**config.mk**
```make
export PLATFORM = sky130hd
export DESIGN_NAME = dbgb_responder
export DESIGN_NICKNAME = d
export VERILOG_FILES = /design/src/rtl/dbgb_pkg.sv /design/src/rtl/dbgb_fifo.sv /design/src/rtl/dbgb_frame.sv /design/src/rtl/dbgb_responder.sv
export SDC_FILE = /design/constraint.sdc
export NUM_CORES = 1
export LEC_CHECK = 0
export ABC_AREA = 0
export BUFFER_PORTS_ARGS = -buffer_cell sky130_fd_sc_hd__buf_2
export CAP_MARGIN = 20
export CORE_ASPECT_RATIO = 1.5
export CORE_MARGIN = 10
export CORE_UTILIZATION = 60
export CTS_CLUSTER_SIZE = 10
export DETAILED_ROUTE_END_ITERATION = 7
export PLACE_DENSITY = 0.91
export SYNTH_ARGS = -nofsm -noshare
export SYNTH_HDL_FRONTEND = slang
export SYNTH_SLANG_ARGS = --single-unit
```
**constraint.sdc**
```tcl
create_clock -name clk -period 3.1 [get_ports clk]
set_input_delay 0.62 -clock clk [delete_from_list [all_inputs] [get_ports clk]]
set_output_delay 0.62 -clock clk [all_outputs]
set_load 0.05 [all_outputs]
```
**src/rtl/dbgb_pkg.sv**
```systemverilog
`timescale 1ns/1ps
package dbgb_pkg;

    localparam int FRAME_BITS = 16;
    localparam int CMD_BITS   = 4;
    localparam int REPLY_W    = FRAME_BITS - CMD_BITS;
    localparam int BYTE_W     = 8;
    // pushed byte's LSB sits at this bit of the 16-bit frame word
    localparam int BYTE_LSB   = 4;
    localparam int SHIFT_W    = BYTE_LSB + BYTE_W - 1;

    typedef enum logic [CMD_BITS-1:0] {
        CMD_IDENT  = 4'h9,
        CMD_POP    = 4'hA,
        CMD_PUSH   = 4'hB,
        CMD_TXROOM = 4'hC,
        CMD_RXHAS  = 4'hD
    } cmd_e;

    typedef struct packed {
        logic              tx_room;
        logic              rx_has;
        logic [BYTE_W-1:0] rx_head;
    } fifo_stat_t;

    localparam logic [REPLY_W-1:0] IDENT_REPLY = 12'h470;

    // Reply bits following the command nibble; [11] is image bit 27.
    function automatic logic [REPLY_W-1:0] reply_bits(
        input logic [CMD_BITS-1:0] cmd,
        input fifo_stat_t          st
    );
        logic [REPLY_W-1:0] r;
        r = '0;
        case (cmd)
            CMD_IDENT:  r = IDENT_REPLY;
            CMD_TXROOM: r[10] = st.tx_room;
            CMD_RXHAS:  r[10] = st.rx_has;
            CMD_POP: begin
                r[11] = st.rx_has;
                if (st.rx_has) r[BYTE_W-1:0] = st.rx_head;
            end
            default:    r = '0;
        endcase
        return r;
    endfunction

endpackage

```
**src/rtl/dbgb_fifo.sv**
```systemverilog
`timescale 1ns/1ps
module dbgb_fifo #(
    parameter int WIDTH = 8,
    parameter int DEPTH = 4
) (
    input  logic             clk,
    input  logic             rst,
    input  logic             wr_en,
    input  logic [WIDTH-1:0] wr_data,
    input  logic             rd_en,
    output logic [WIDTH-1:0] rd_data,
    output logic             empty,
    output logic             full
);
    localparam int AW = $clog2(DEPTH);

    logic [WIDTH-1:0] mem [DEPTH];
    logic [AW:0]      wr_ptr, rd_ptr;
    logic             wr_ok, rd_ok;

    assign wr_ok   = wr_en && !full;
    assign rd_ok   = rd_en && !empty;
    assign empty   = (wr_ptr == rd_ptr);
    assign full    = (wr_ptr[AW] != rd_ptr[AW]) && (wr_ptr[AW-1:0] == rd_ptr[AW-1:0]);
    assign rd_data = mem[rd_ptr[AW-1:0]];

    always_ff @(posedge clk) begin
        if (rst) begin
            wr_ptr <= '0;
            rd_ptr <= '0;
        end else begin
            if (wr_ok) wr_ptr <= wr_ptr + 1'b1;
            if (rd_ok) rd_ptr <= rd_ptr + 1'b1;
        end
    end

    always_ff @(posedge clk) begin
        if (wr_ok) mem[wr_ptr[AW-1:0]] <= wr_data;
    end

endmodule

```
**src/rtl/dbgb_frame.sv**
```systemverilog
`timescale 1ns/1ps
module dbgb_frame
    import dbgb_pkg::*;
#(
    parameter int CNT_W = $clog2(FRAME_BITS + 1)
) (
    input  logic              clk,
    input  logic              rst,
    input  logic              sel,
    input  logic              stb,
    input  logic              mosi,
    input  fifo_stat_t        st,
    output logic              miso,
    output logic              push_req,
    output logic [BYTE_W-1:0] push_byte,
    output logic              pop_req,
    output logic [CNT_W-1:0]  bit_cnt
);
    localparam logic [CNT_W-1:0] CNT_FULL = CNT_W'(FRAME_BITS);
    localparam logic [CNT_W-1:0] CNT_LAST = CNT_W'(FRAME_BITS - 1);
    localparam logic [CNT_W-1:0] CNT_CMD  = CNT_W'(CMD_BITS - 1);

    logic [CNT_W-1:0]    cnt;
    logic [SHIFT_W-1:0]  shreg;
    logic [CMD_BITS-1:0] cmd_q;
    logic [REPLY_W-1:0]  img;
    logic [CMD_BITS-1:0] cmd_now;
    logic                take, done;

    assign take    = sel && stb && (cnt != CNT_FULL);
    assign done    = take && (cnt == CNT_LAST);
    assign cmd_now = {shreg[CMD_BITS-2:0], mosi};

    always_ff @(posedge clk) begin
        if (rst || !sel) begin
            cnt   <= '0;
            shreg <= '0;
            cmd_q <= '0;
            img   <= '0;
        end else if (take) begin
            cnt   <= cnt + 1'b1;
            shreg <= {shreg[SHIFT_W-2:0], mosi};
            if (cnt == CNT_CMD) begin
                cmd_q <= cmd_now;
                img   <= reply_bits(cmd_now, st);
            end else begin
                img   <= {img[REPLY_W-2:0], 1'b0};
            end
        end
    end

    assign miso      = sel && img[REPLY_W-1];
    assign push_req  = done && (cmd_q == CMD_PUSH);
    assign pop_req   = done && (cmd_q == CMD_POP);
    assign push_byte = shreg[SHIFT_W-1:BYTE_LSB-1];
    assign bit_cnt   = cnt;

endmodule

```
**src/rtl/dbgb_responder.sv**
```systemverilog
`timescale 1ns/1ps
module dbgb_responder
    import dbgb_pkg::*;
#(
    parameter int TX_DEPTH = 4,
    parameter int RX_DEPTH = 4
) (
    input  logic       clk,
    input  logic       rst,
    input  logic       link_sel,
    input  logic       link_stb,
    input  logic       link_mosi,
    output logic       link_miso,
    output logic [7:0] con_tx_data,
    output logic       con_tx_valid,
    input  logic       con_tx_ready,
    input  logic [7:0] con_rx_data,
    input  logic       con_rx_valid,
    output logic       con_rx_ready
);
    localparam int CNT_W = $clog2(FRAME_BITS + 1);

    fifo_stat_t        stat;
    logic              push_req, pop_req;
    logic [BYTE_W-1:0] push_byte, rx_head;
    logic              tx_empty, tx_full, rx_empty, rx_full;
    logic [CNT_W-1:0]  bit_cnt;

    assign stat = '{tx_room: !tx_full, rx_has: !rx_empty, rx_head: rx_head};

    dbgb_frame #(.CNT_W(CNT_W)) u_frame (
        .clk(clk), .rst(rst), .sel(link_sel), .stb(link_stb), .mosi(link_mosi),
        .st(stat), .miso(link_miso), .push_req(push_req), .push_byte(push_byte),
        .pop_req(pop_req), .bit_cnt(bit_cnt)
    );

    dbgb_fifo #(.WIDTH(BYTE_W), .DEPTH(TX_DEPTH)) u_txq (
        .clk(clk), .rst(rst), .wr_en(push_req), .wr_data(push_byte),
        .rd_en(con_tx_ready), .rd_data(con_tx_data), .empty(tx_empty), .full(tx_full)
    );

    dbgb_fifo #(.WIDTH(BYTE_W), .DEPTH(RX_DEPTH)) u_rxq (
        .clk(clk), .rst(rst), .wr_en(con_rx_valid), .wr_data(con_rx_data),
        .rd_en(pop_req), .rd_data(rx_head), .empty(rx_empty), .full(rx_full)
    );

    assign con_tx_valid = !tx_empty;
    assign con_rx_ready = !rx_full;

endmodule

```
==> impl_results.md, run 1 <==
- Synth async-reset ratio: 0%
- Drt drc: 0
- Skew-Pair Late Insertion Delay: 0.34 ns
- Final setup margin: between 0.6 and 0.7 ns
- CTS tree: built
- Peak VDD IR: about 0.43 mV
- Unrepaired setup endpoints after global routing: false
- Syn_nets: 372
- Final WL: slightly below 8 mm
- Clock Sinks: around 110
- First-pass GRT wire length: ~13 mm
- Synth Area in Compound Gates: under 10%
- Hold_sp: u_frame.img[8]
- Buf+Inv Stages, Crit Path: 1
- Starting Density: between 60% and 70%
- Multi-input gate area: around 1600 µm²
- DRT Pass-1 Iters: 4
- Number of synthesized flops with an enable pin: 64
- DP HPWL: 5.80 mm
- Distinct cells, synth: 51
- Syn Inst Count: approximately 340
- Hold-fix buffers, CTS: 0
- Synth Register Bits: 112
- Ports: 26
- Initial antenna violation count: 0
- CTS resizes: 0
- Crit path launch type: flop
- Clk slew on worst S/H paths: 0.07 ns
- Die ar.: between 10,000 and 15,000 µm²
- Vias in the first global route: 2,803
- Postcts setup bufs: 0
- Clock Skew: slightly above 0.008 ns
- CP required: roughly 2.5 ns
- Setup TNS: 0 ns
- Largest stage delay, worst path: about 0.66 ns
- Post-Place Worst Slack: ~0.96 ns
- Crit path cell chain: mux4_2 > buf_2
- Area share of fa/ha/maj cells after synthesis: 3.51%
- Antenna diodes: 0
- Longest Clk Path Bufs: 2
- Most frequent cells in the layout: 64 x edfxtp_1, 48 x dfxtp_1, 34 x nand2_1
- Total GRT Usage: 14.3%
- Leakage: between 0.0015 and 0.002 µW
- Area growth from synthesis to layout: 10.4%
- Relative slew slack: 41.9%
- Most common library cell in the layout ignoring fill and taps: edfxtp_1
- Most common flop cell mapped by yosys: edfxtp_1
- Sequential element share of the synthesized area: 62.2%
- CP top delay family: flip-flops
- Congestion Overflow GR: 0
- CTS Root Cell: clkbuf_16
- Htree depth: 3
- Largest family of logic cells by synthesized area: simple AND/OR/NAND/NOR gates
- Post-synthesis mux area share: a little under a tenth
- Number of max-cap violations: 0
- CP arrival: approximately 1.8 ns
- Clock buffer count from CTS: 9
- Sequential cell area: between 2000 and 3000 µm²
- Post-synthesis xor/xnor area fraction: around 2.8%
- Die outline height: between 100 and 150 µm
- Vias per cell: around 5.7
- Vias: between 2,000 and 3,000
- Final ANT Viol Nets: 0
- Core area: approximately 7600 µm²
- Period minus WS final: roughly 2.4 ns
- Critical path's slowest cell: dfxtp_1
- # fillers: roughly 510
- Post-Synth Simple-Gate Area: between 10 and 15%
- Outcome: finished clean
- Synth Area per Inst: 13.5 µm²
- Synth Cell Area: approximately 4600 µm²
- Post-route design area: ~5000 µm²
- WL per Instance: around 17 µm
- Yosys warning total: 0
- Final count of negative-setup-slack endpoints: 0
- Worst Setup End Kind: primary output
- Critical R2R Launch: u_frame.bit_cnt[0]
- Worst setup path category: flop to primary output
- CP Max Fanout: 8
- Hold/Removal Path Class: flop to flop
- Detailed Route Iter0 Violations: 192
- Width of the die: between 90 and 100 µm
- Fmax: 413 MHz
- Final hold slack: roughly 0.46 ns
- Final number of hold-violating endpoints: 0
- Power density cells: 544 nW/µm²
- Dpl cell area: 4830 µm²
- Worst-margin pin slew: just under 0.9 ns
- IO buf count: 25
- Part of the cycle the worst path needs: approximately 80%
- Largest net degree at the start of global routing: 25
- FP Rows: 39
- GPL Wtd Cong: 0.788
- Slew Limit Fails: 0
- Final layout net count: 395
- Layout cell share with drive strength beyond 1: around 20%
==> where the power goes <==
part	switching (µW)	total, µW	internal [µW]
logic	70.2	108	38.2
registers	12.4	1600	1590
clock network	520	1070	552
==> synth_stat cells, types with 3 or more instances <==
| cell type | count | share of area [%] |
|---|---|---|
| nor2_1 | 20 | 1.6 |
| nand2_1 | 34 | 2.8 |
| a21oi_1 | 23 | 2.5 |
| xnor2_1 | 4 | 0.76 |
| nand3_1 | 6 | 0.65 |
| mux2i_1 | 7 | 1.5 |
| clkbuf_1 | 7 | 0.57 |
| buf_2 | 5 | 0.54 |
| inv_1 | 12 | 0.97 |
| o21ai_0 | 11 | 1.2 |
| edfxtp_1 | 64 | 41 |
| nor3_1 | 3 | 0.32 |
| a21oi_2 | 3 | 0.57 |
| o31ai_1 | 5 | 0.81 |
| nand2b_1 | 3 | 0.41 |
| a221oi_1 | 5 | 0.95 |
| ha_1 | 13 | 3.5 |
| and2_1 | 4 | 0.54 |
| dfxtp_1 | 48 | 21 |
| and3_1 | 3 | 0.41 |
| xor2_1 | 11 | 2.1 |
| a31o_2 | 3 | 0.57 |
| mux4_2 | 16 | 7.8 |
==> routing by layer <==
| metal | part of all wire, % | vias to the layer above | global-route usage [%] |
|---|---|---|---|
| li1 | - | 1323 | - |
| met1 | 36 | 1307 | 14.1 |
| met2 | 58 | 52 | 27.7 |
| met3 | 3.9 | 14 | 3.34 |
| met4 | 1.9 | 0 | 5.92 |
| met5 | 0 | - | 0 |
==> registers in the layout (all words and copies together) (netlist names), named ones only <==
register,flops
u_txq.wr_ptr,3
u_frame.shreg,11
u_txq.mem,32
u_frame.cmd_q,4
u_rxq.rd_ptr,3
u_rxq.wr_ptr,3
u_rxq.mem,32
u_txq.rd_ptr,3
u_frame.img,12
u_frame.bit_cnt,5
==> worst register-to-register path: stages (launching register included) <==
cell and delay [ns]:
dfxtp_1 0.39, ha_1 0.22, nor4b_1 0.58, o311a_1 0.51, a221oi_1 0.15, a211oi_1 0.21
==> cells by family (layout without fill, tap and decap cells) <==
logic type | Yosys count | count (layout)
xor gates and xnor gates | 15 | 15
muxes | 24 | 24
AOI/OAI and AO/OA | 57 | 57
DFF | 112 | 112
buffers and inverters | 28 | 56
adders and majority gates | 13 | 13
and+or+nand+nor | 95 | 95
==> layout make-up <==
class | count | area share, %
clock buffers | 9 | 4.40
flip-flops and latches | 112 | 56.4
well taps | 102 | 2.50
clock inverters | 7 | 1.08
multi-input cells | 204 | 31.9
inverters | 12 | 0.881
repair buffers | 28 | 2.89
==> stage by stage <==
stage	std cells	total power, µW	util [%]
global placement	458	1740	63.9
CTS	474	2800	67.6
finish	474	2780	67.6
floorplan	344	1710	-
detailed placement	458	1750	63.9
global route	474	2870	67.6
==> final timing paths <==
kind                     to  slack [ns]  depth (start not counted)
max          con_tx_data[4]        0.68                          2
min          u_frame.img[8]        0.46                          2
max reg2reg  u_frame.img[3]        0.94                          5
min reg2reg  u_frame.img[8]        0.46                          2
Power figures use the tool's default switching activity.
==> run 2: changes to the inputs <==
==> constraint.sdc (replaced) <==
create_clock -name clk -period 2.5 [get_ports clk]
set_input_delay 0.5 -clock clk [delete_from_list [all_inputs] [get_ports clk]]
set_output_delay 0.5 -clock clk [all_outputs]
set_load 0.05 [all_outputs]
==> run 2 against run 1 <==
  * Cell count grew 0.63%
  * Sequential share of layout area hardly changed
  * Die area is the same
  * Via count up 2.9%
  * Largest cell class unchanged
  * Total power is 22% higher
  * Clock power increased by 17%
==> impl_results.md, run 2 (synthesized netlist as in run 1, its figures left out) <==
- Final layout net count: 398 (+0.76%)
- Fmax: between 400 and 500 MHz
- Outcome: finished clean
- Drt drc: 0 (unchanged)
- Layout cell share with drive strength beyond 1: 19.5% (-0.96 points)
- Vias: 2,773 (+2.9%)
- Antenna diodes: 0 (unchanged)
- Total GRT Usage: 14.8% (+0.51 points)
- Longest Clk Path Bufs: 2 (unchanged)
- Most frequent cells in the layout: 64 x edfxtp_1, 48 x dfxtp_1, 34 x nand2_1
- Final WL: 8.31 mm (+5.2%)
- DRT Pass-1 Iters: 4 (unchanged)
- Clock Sinks: 112 (unchanged)
- IO buf count: 25 (unchanged)
- Worst setup path category: flop to primary output
- Final number of hold-violating endpoints: 0 (unchanged)
- Most common library cell in the layout ignoring fill and taps: edfxtp_1
- Die ar.: 11,700 µm² (unchanged)
- Congestion Overflow GR: 0 (unchanged)
- CP required: 2.00 ns (-0.48 ns)
- CP Max Fanout: 8 (unchanged)
- Clock buffer count from CTS: 9 (unchanged)
- First-pass GRT wire length: 13.9 mm (+3.2%)
- Core area: 7560 µm² (unchanged)
- Period minus WS final: 2.27 ns
- Htree depth: 3 (unchanged)
- Leakage: 0.00172 µW (about the same)
- CTS resizes: 0 (unchanged)
- DP HPWL: 6.05 mm (+4.3%)
- Hold/Removal Path Class: input pin to flop
- Initial antenna violation count: 0 (unchanged)
- Width of the die: 91.8 µm (unchanged)
- Slew Limit Fails: 0 (unchanged)
- Number of max-cap violations: 0 (unchanged)
- Area growth from synthesis to layout: 10.3% (about the same)
- Peak VDD IR: 0.711 mV (+64%)
- Clock Skew: 0.00764 ns (-0.000523 ns)
- Setup TNS: 0 ns (unchanged)
- CTS Root Cell: clkbuf_16
- Unrepaired setup endpoints after global routing: false
- GPL Wtd Cong: 0.769 (-2.4%)
- Skew-Pair Late Insertion Delay: 0.34 ns (about the same)
- Die outline height: 128 µm (unchanged)
- Worst Setup End Kind: primary output
- Largest net degree at the start of global routing: 19 (-24%)
- Power density cells: 662 nW/µm² (+22%)
- Worst-margin pin slew: 0.544 ns (-0.328 ns)
- WL per Instance: 17.4 µm (+4.6%)
- Vias in the first global route: 2,940 (+4.9%)
- Vias per cell: 5.81 (+2.2%)
- Crit path launch type: flop
- Final count of negative-setup-slack endpoints: 0 (unchanged)
- CTS tree: built
- Part of the cycle the worst path needs: 91.0%
- Hold-fix buffers, CTS: 0 (unchanged)
- Total power: 3380 µW (+22%)
- Starting Density: 61.3% (unchanged)
- FP Rows: 39 (unchanged)
- Relative slew slack: 63.2% (+21 points)
- Ports: 26 (unchanged)
- Clk slew on worst S/H paths: 0.07 ns (about the same)
- Detailed Route Iter0 Violations: 180 (-6.3%)
- Final ANT Viol Nets: 0 (unchanged)
- Postcts setup bufs: 0 (unchanged)
- CP arrival: 1.77 ns (-0.03 ns)
-- run 2: cell types whose count changed in the layout (fill, tap and decap cells not counted) --
cell	previous run	this run
clkbuf_1	0	6
buf_4	3	6
clkinv_4	2	0
inv_6	2	0
clkinvlp_4	2	1
clkinv_2	1	0
-- run 2: worst paths after layout --
check	from	endpoint	slack [ns]	cells after the start
max	flop	con_tx_data[6]	0.23	2
min	con_rx_data[3]	u_rxq.mem[0][3]	0.37	1
max reg2reg	u_frame.bit_cnt[0]	u_txq.mem[1][5]	0.33	6
min reg2reg	u_frame.img[0]	u_frame.img[0]	0.47	2
-- run 2: power breakdown --
| part | leakage [µW] | internal (µW) | switching (µW) | total [µW] |
|---|---|---|---|---|
| combinational | 0.000646 | 49.9 | 91.2 | 141 |
| sequential | 0.000959 | 1970 | 15.9 | 1990 |
| clock | 0.000118 | 678 | 575 | 1250 |
| total | 0.00172 | 2700 | 682 | 3380 |
-- run 2: metal layers --
layer	global-route usage (%)	part of all wire, %	vias up	routed length (µm)
li1	-	-	1334	-
met1	14.0	36	1362	3030
met2	29.2	58	56	4780
met3	2.46	3.2	21	268
met4	8.11	2.7	0	228
met5	0	0	-	0
-- run 2: cell type report --
cell class	instances	area (µm²)
Clock inverter	1	7.51
Fill cell	507	2450
Inverter	12	45.0
Tap cell	102	128
Clock buffer	15	248
Timing Repair Buffer	31	170
Multi-Input combinational cell	204	1630
Sequential cell	112	2880
-- run 2: critical path: stages, from the launching register on --
cell and delay, ns:
dfxtp_1 0.64, mux4_2 0.57, buf_2 0.22
-- run 2: stage by stage --
| step | hold WS [ns] | setup WS [ns] | std cells | cell area (µm²) | util (%) |
|---|---|---|---|---|---|
| 6_report | 0.367 | 0.226 | 477 | 5110 | 67.6 |
| 5_1_grt | 0.385 | 0.139 | 477 | 5110 | 67.6 |
| 4_1_cts | 0.363 | 0.181 | 477 | 5110 | 67.6 |
| 3_5_place_dp | 0.457 | 0.322 | 461 | 4860 | 64.2 |
| 3_3_place_gp | 0.440 | 0.410 | 461 | 4860 | 64.2 |
| 2_1_floorplan | 0.429 | 0.274 | 344 | 4630 | - |
==> run 3: changes to the inputs <==
--- a/config.mk
+++ b/config.mk
@@ -9,11 +9,11 @@
 export BUFFER_PORTS_ARGS = -buffer_cell sky130_fd_sc_hd__buf_2
 export CAP_MARGIN = 20
 export CORE_ASPECT_RATIO = 1.5
-export CORE_MARGIN = 10
-export CORE_UTILIZATION = 60
+export CORE_MARGIN = 2
+export CORE_UTILIZATION = 65
 export CTS_CLUSTER_SIZE = 10
 export DETAILED_ROUTE_END_ITERATION = 7
-export PLACE_DENSITY = 0.91
+export PLACE_DENSITY = 0.95
 export SYNTH_ARGS = -nofsm -noshare
 export SYNTH_HDL_FRONTEND = slang
 export SYNTH_SLANG_ARGS = --single-unit
==> constraint.sdc (replaced) <==
create_clock -name clk -period 2.9 [get_ports clk]
set_input_delay 0.58 -clock clk [delete_from_list [all_inputs] [get_ports clk]]
set_output_delay 0.58 -clock clk [all_outputs]
set_load 0.05 [all_outputs]
==> run 3 against run 2 <==
  * Routed wire length shrank 4.3%
  * Clock skew grew 0.0048 ns
  * Critical endpoint is now con_tx_data[0]
  * Largest power group unchanged
  * Flip-flop and latch count stayed put
  * Total power down 19%
  * Non-clock buffer count is 4 lower
  * Critical path depth is the same
  * Global-route usage rose by 7.2 points
  * Highest routed layer unchanged
==> impl_results.md, run 3 (synthesized netlist as in run 1, its figures left out) <==
- Worst setup path category: flop to primary output
- Width of the die: 72.9 µm (-21%)
- Slew Limit Fails: 0 (unchanged)
- Fmax: between 400 and 500 MHz
- Layout cell share with drive strength beyond 1: 20.2% (+0.75 points)
- Core area: 6900 µm² (-8.8%)
- WL per Instance: 17.7 µm (+1.7%)
- Postcts setup bufs: 0 (unchanged)
- Final WL: 7.95 mm (-4.3%)
- Relative slew slack: 39.5% (-24 points)
- CTS Root Cell: clkbuf_8
- Outcome: finished clean
- Starting Density: 67.2% (+5.9 points)
- Total GRT Usage: 22.0% (+7.2 points)
- Combinational power share: 4.3% (about the same)
- Drt drc: 0 (unchanged)
- Clock share of power: 33.5% (-3.5 points)
- Initial antenna violation count: 0 (unchanged)
- Buf+Inv Stages, Crit Path: 1 (unchanged)
- Final count of negative-setup-slack endpoints: 0 (unchanged)
- Htree depth: 3 (unchanged)
- DRT Pass-1 Iters: 5 (+1)
- Vias: 2,767 (-0.22%)
- Vias in the first global route: 2,795 (-4.9%)
- Core Util, Final: 72.5% (+4.9 points)
- Worst Setup End Kind: primary output
- Setup TNS: 0 ns (unchanged)
- CP required: 2.32 ns (+0.32 ns)
- Area growth from synthesis to layout: 7.94%
- DP HPWL: 5.59 mm (-7.6%)
- Antenna diodes: 0 (unchanged)
- Skew-Pair Late Insertion Delay: 0.38 ns (+0.04 ns)
- Vias per cell: 6.16 (+6.0%)
- CP arrival: 1.82 ns (+0.05 ns)
- Clock Sinks: 112 (unchanged)
- CP Max Fanout: 8 (unchanged)
- Most common library cell in the layout ignoring fill and taps: edfxtp_1
- Die ar.: 7830 µm² (-33%)
- Peak VDD IR: 0.431 mV (-39%)
- Part of the cycle the worst path needs: about 83%
- FP Rows: 37 (-5.1%)
- Congestion Overflow GR: 0 (unchanged)
- Detailed Route Iter0 Violations: 191 (+6.1%)
- IO buf count: 25 (unchanged)
- Final layout net count: 394 (-1.0%)
- Final ANT Viol Nets: 0 (unchanged)
- Number of max-cap violations: 0 (unchanged)
- Largest stage delay, worst path: 0.66 ns (+0.02 ns)
- Ports: 26 (unchanged)
- GPL Wtd Cong: 0.786 (+2.2%)
- Hold path depth: 1 (unchanged)
- Critical path's slowest cell: dfxtp_1
- Clock buffer count from CTS: 9 (unchanged)
- Final number of hold-violating endpoints: 0 (unchanged)
- Clk slew on worst S/H paths: 0.11 ns (+0.04 ns)
- Switching share of power: 22.8% (+2.7 points)
- Reg power frac: 62.3% (+3.5 points)
- Hold/Removal Path Class: input pin to flop
- Period minus WS final: between 2 and 2.5 ns
- CTS resizes: 0 (unchanged)
- First-pass GRT wire length: 13.0 mm (-6.8%)
- Largest net degree at the start of global routing: 25 (+6)
- Clock Skew: 0.0125 ns (+0.00485 ns)
- Power density cells: 550 nW/µm² (-17%)
- Unrepaired setup endpoints after global routing: false
- Most frequent cells in the layout: 64 x edfxtp_1, 48 x dfxtp_1, 34 x nand2_1
- Critical Path Stages: 2 (unchanged)
- Leakage: 0.00169 µW (-2.1%)
- Die outline height: 107 µm (-16%)
- Worst-case reg-to-reg path depth: 6 (unchanged)
- Crit path cell chain: mux4_2 > buf_2
- P_int: 2120 µW (-21%)
- Longest Clk Path Bufs: 2 (unchanged)
- Net Switching: 628 µW (-7.9%)
- CP top delay family: flip-flops
- Crit path launch type: flop
- Worst-margin pin slew: 0.907 ns (+0.363 ns)
- CTS tree: built
- Hold-fix buffers, CTS: 0 (unchanged)
run 3: changes by cell type in the layout (fill, tap and decap cells not counted), sizes merged:
cell | before | now
buf | 31 | 27
clkinv | 0 | 2
inv | 12 | 15
clkbuf | 15 | 10
run 3: final cells by class:
cell class                      instances  area (µm²)
Sequential cell                       112        2880
Fill cell                             437        1900
Multi-Input combinational cell        204        1630
Clock buffer                           10         149
Timing Repair Buffer                   27         140
Tap cell                               78        97.6
Clock inverter                          6        56.3
Inverter                               12        45.0
run 3: final timing paths:
path                                    startpoint              end  slack, ns
worst max-delay path                          flop   con_tx_data[0]       0.50
worst min-delay path                con_rx_data[4]  u_rxq.mem[1][4]       0.41
worst max register to register  u_frame.bit_cnt[0]  u_txq.mem[1][6]       0.71
worst min register to register      u_frame.img[0]   u_frame.img[0]       0.48
run 3: layer usage:
metal	share of wire, %	vias up	GRT usage, %	wire, µm
met5	0	-	0	0
met1	37	1369	22.9	2980
met2	58	67	42.4	4590
li1	-	1318	-	-
met3	2.9	13	4.96	234
met4	1.8	0	6.61	145
run 3: stage by stage:
stage	total power [µW]	worst slack [ns]	hold WS, ns	std cells	cell area [µm²]
detailed placement	1870	0.717	0.445	433	4800
CTS	2750	0.468	0.415	449	5000
global route	2830	0.359	0.408	449	5000
finish	2750	0.500	0.411	449	5000
floorplan	1830	0.674	0.429	344	4630
global placement	1850	0.816	0.438	433	4800
run 3: power by group through the flow:
stage	sequential, µW	clock [µW]	combinational [µW]
2_1_floorplan	1740	0	81.0
3_3_place_gp	1750	0	109
3_5_place_dp	1750	0	117
4_1_cts	1710	919	117
5_1_grt	1720	982	129
6_report	1710	921	117
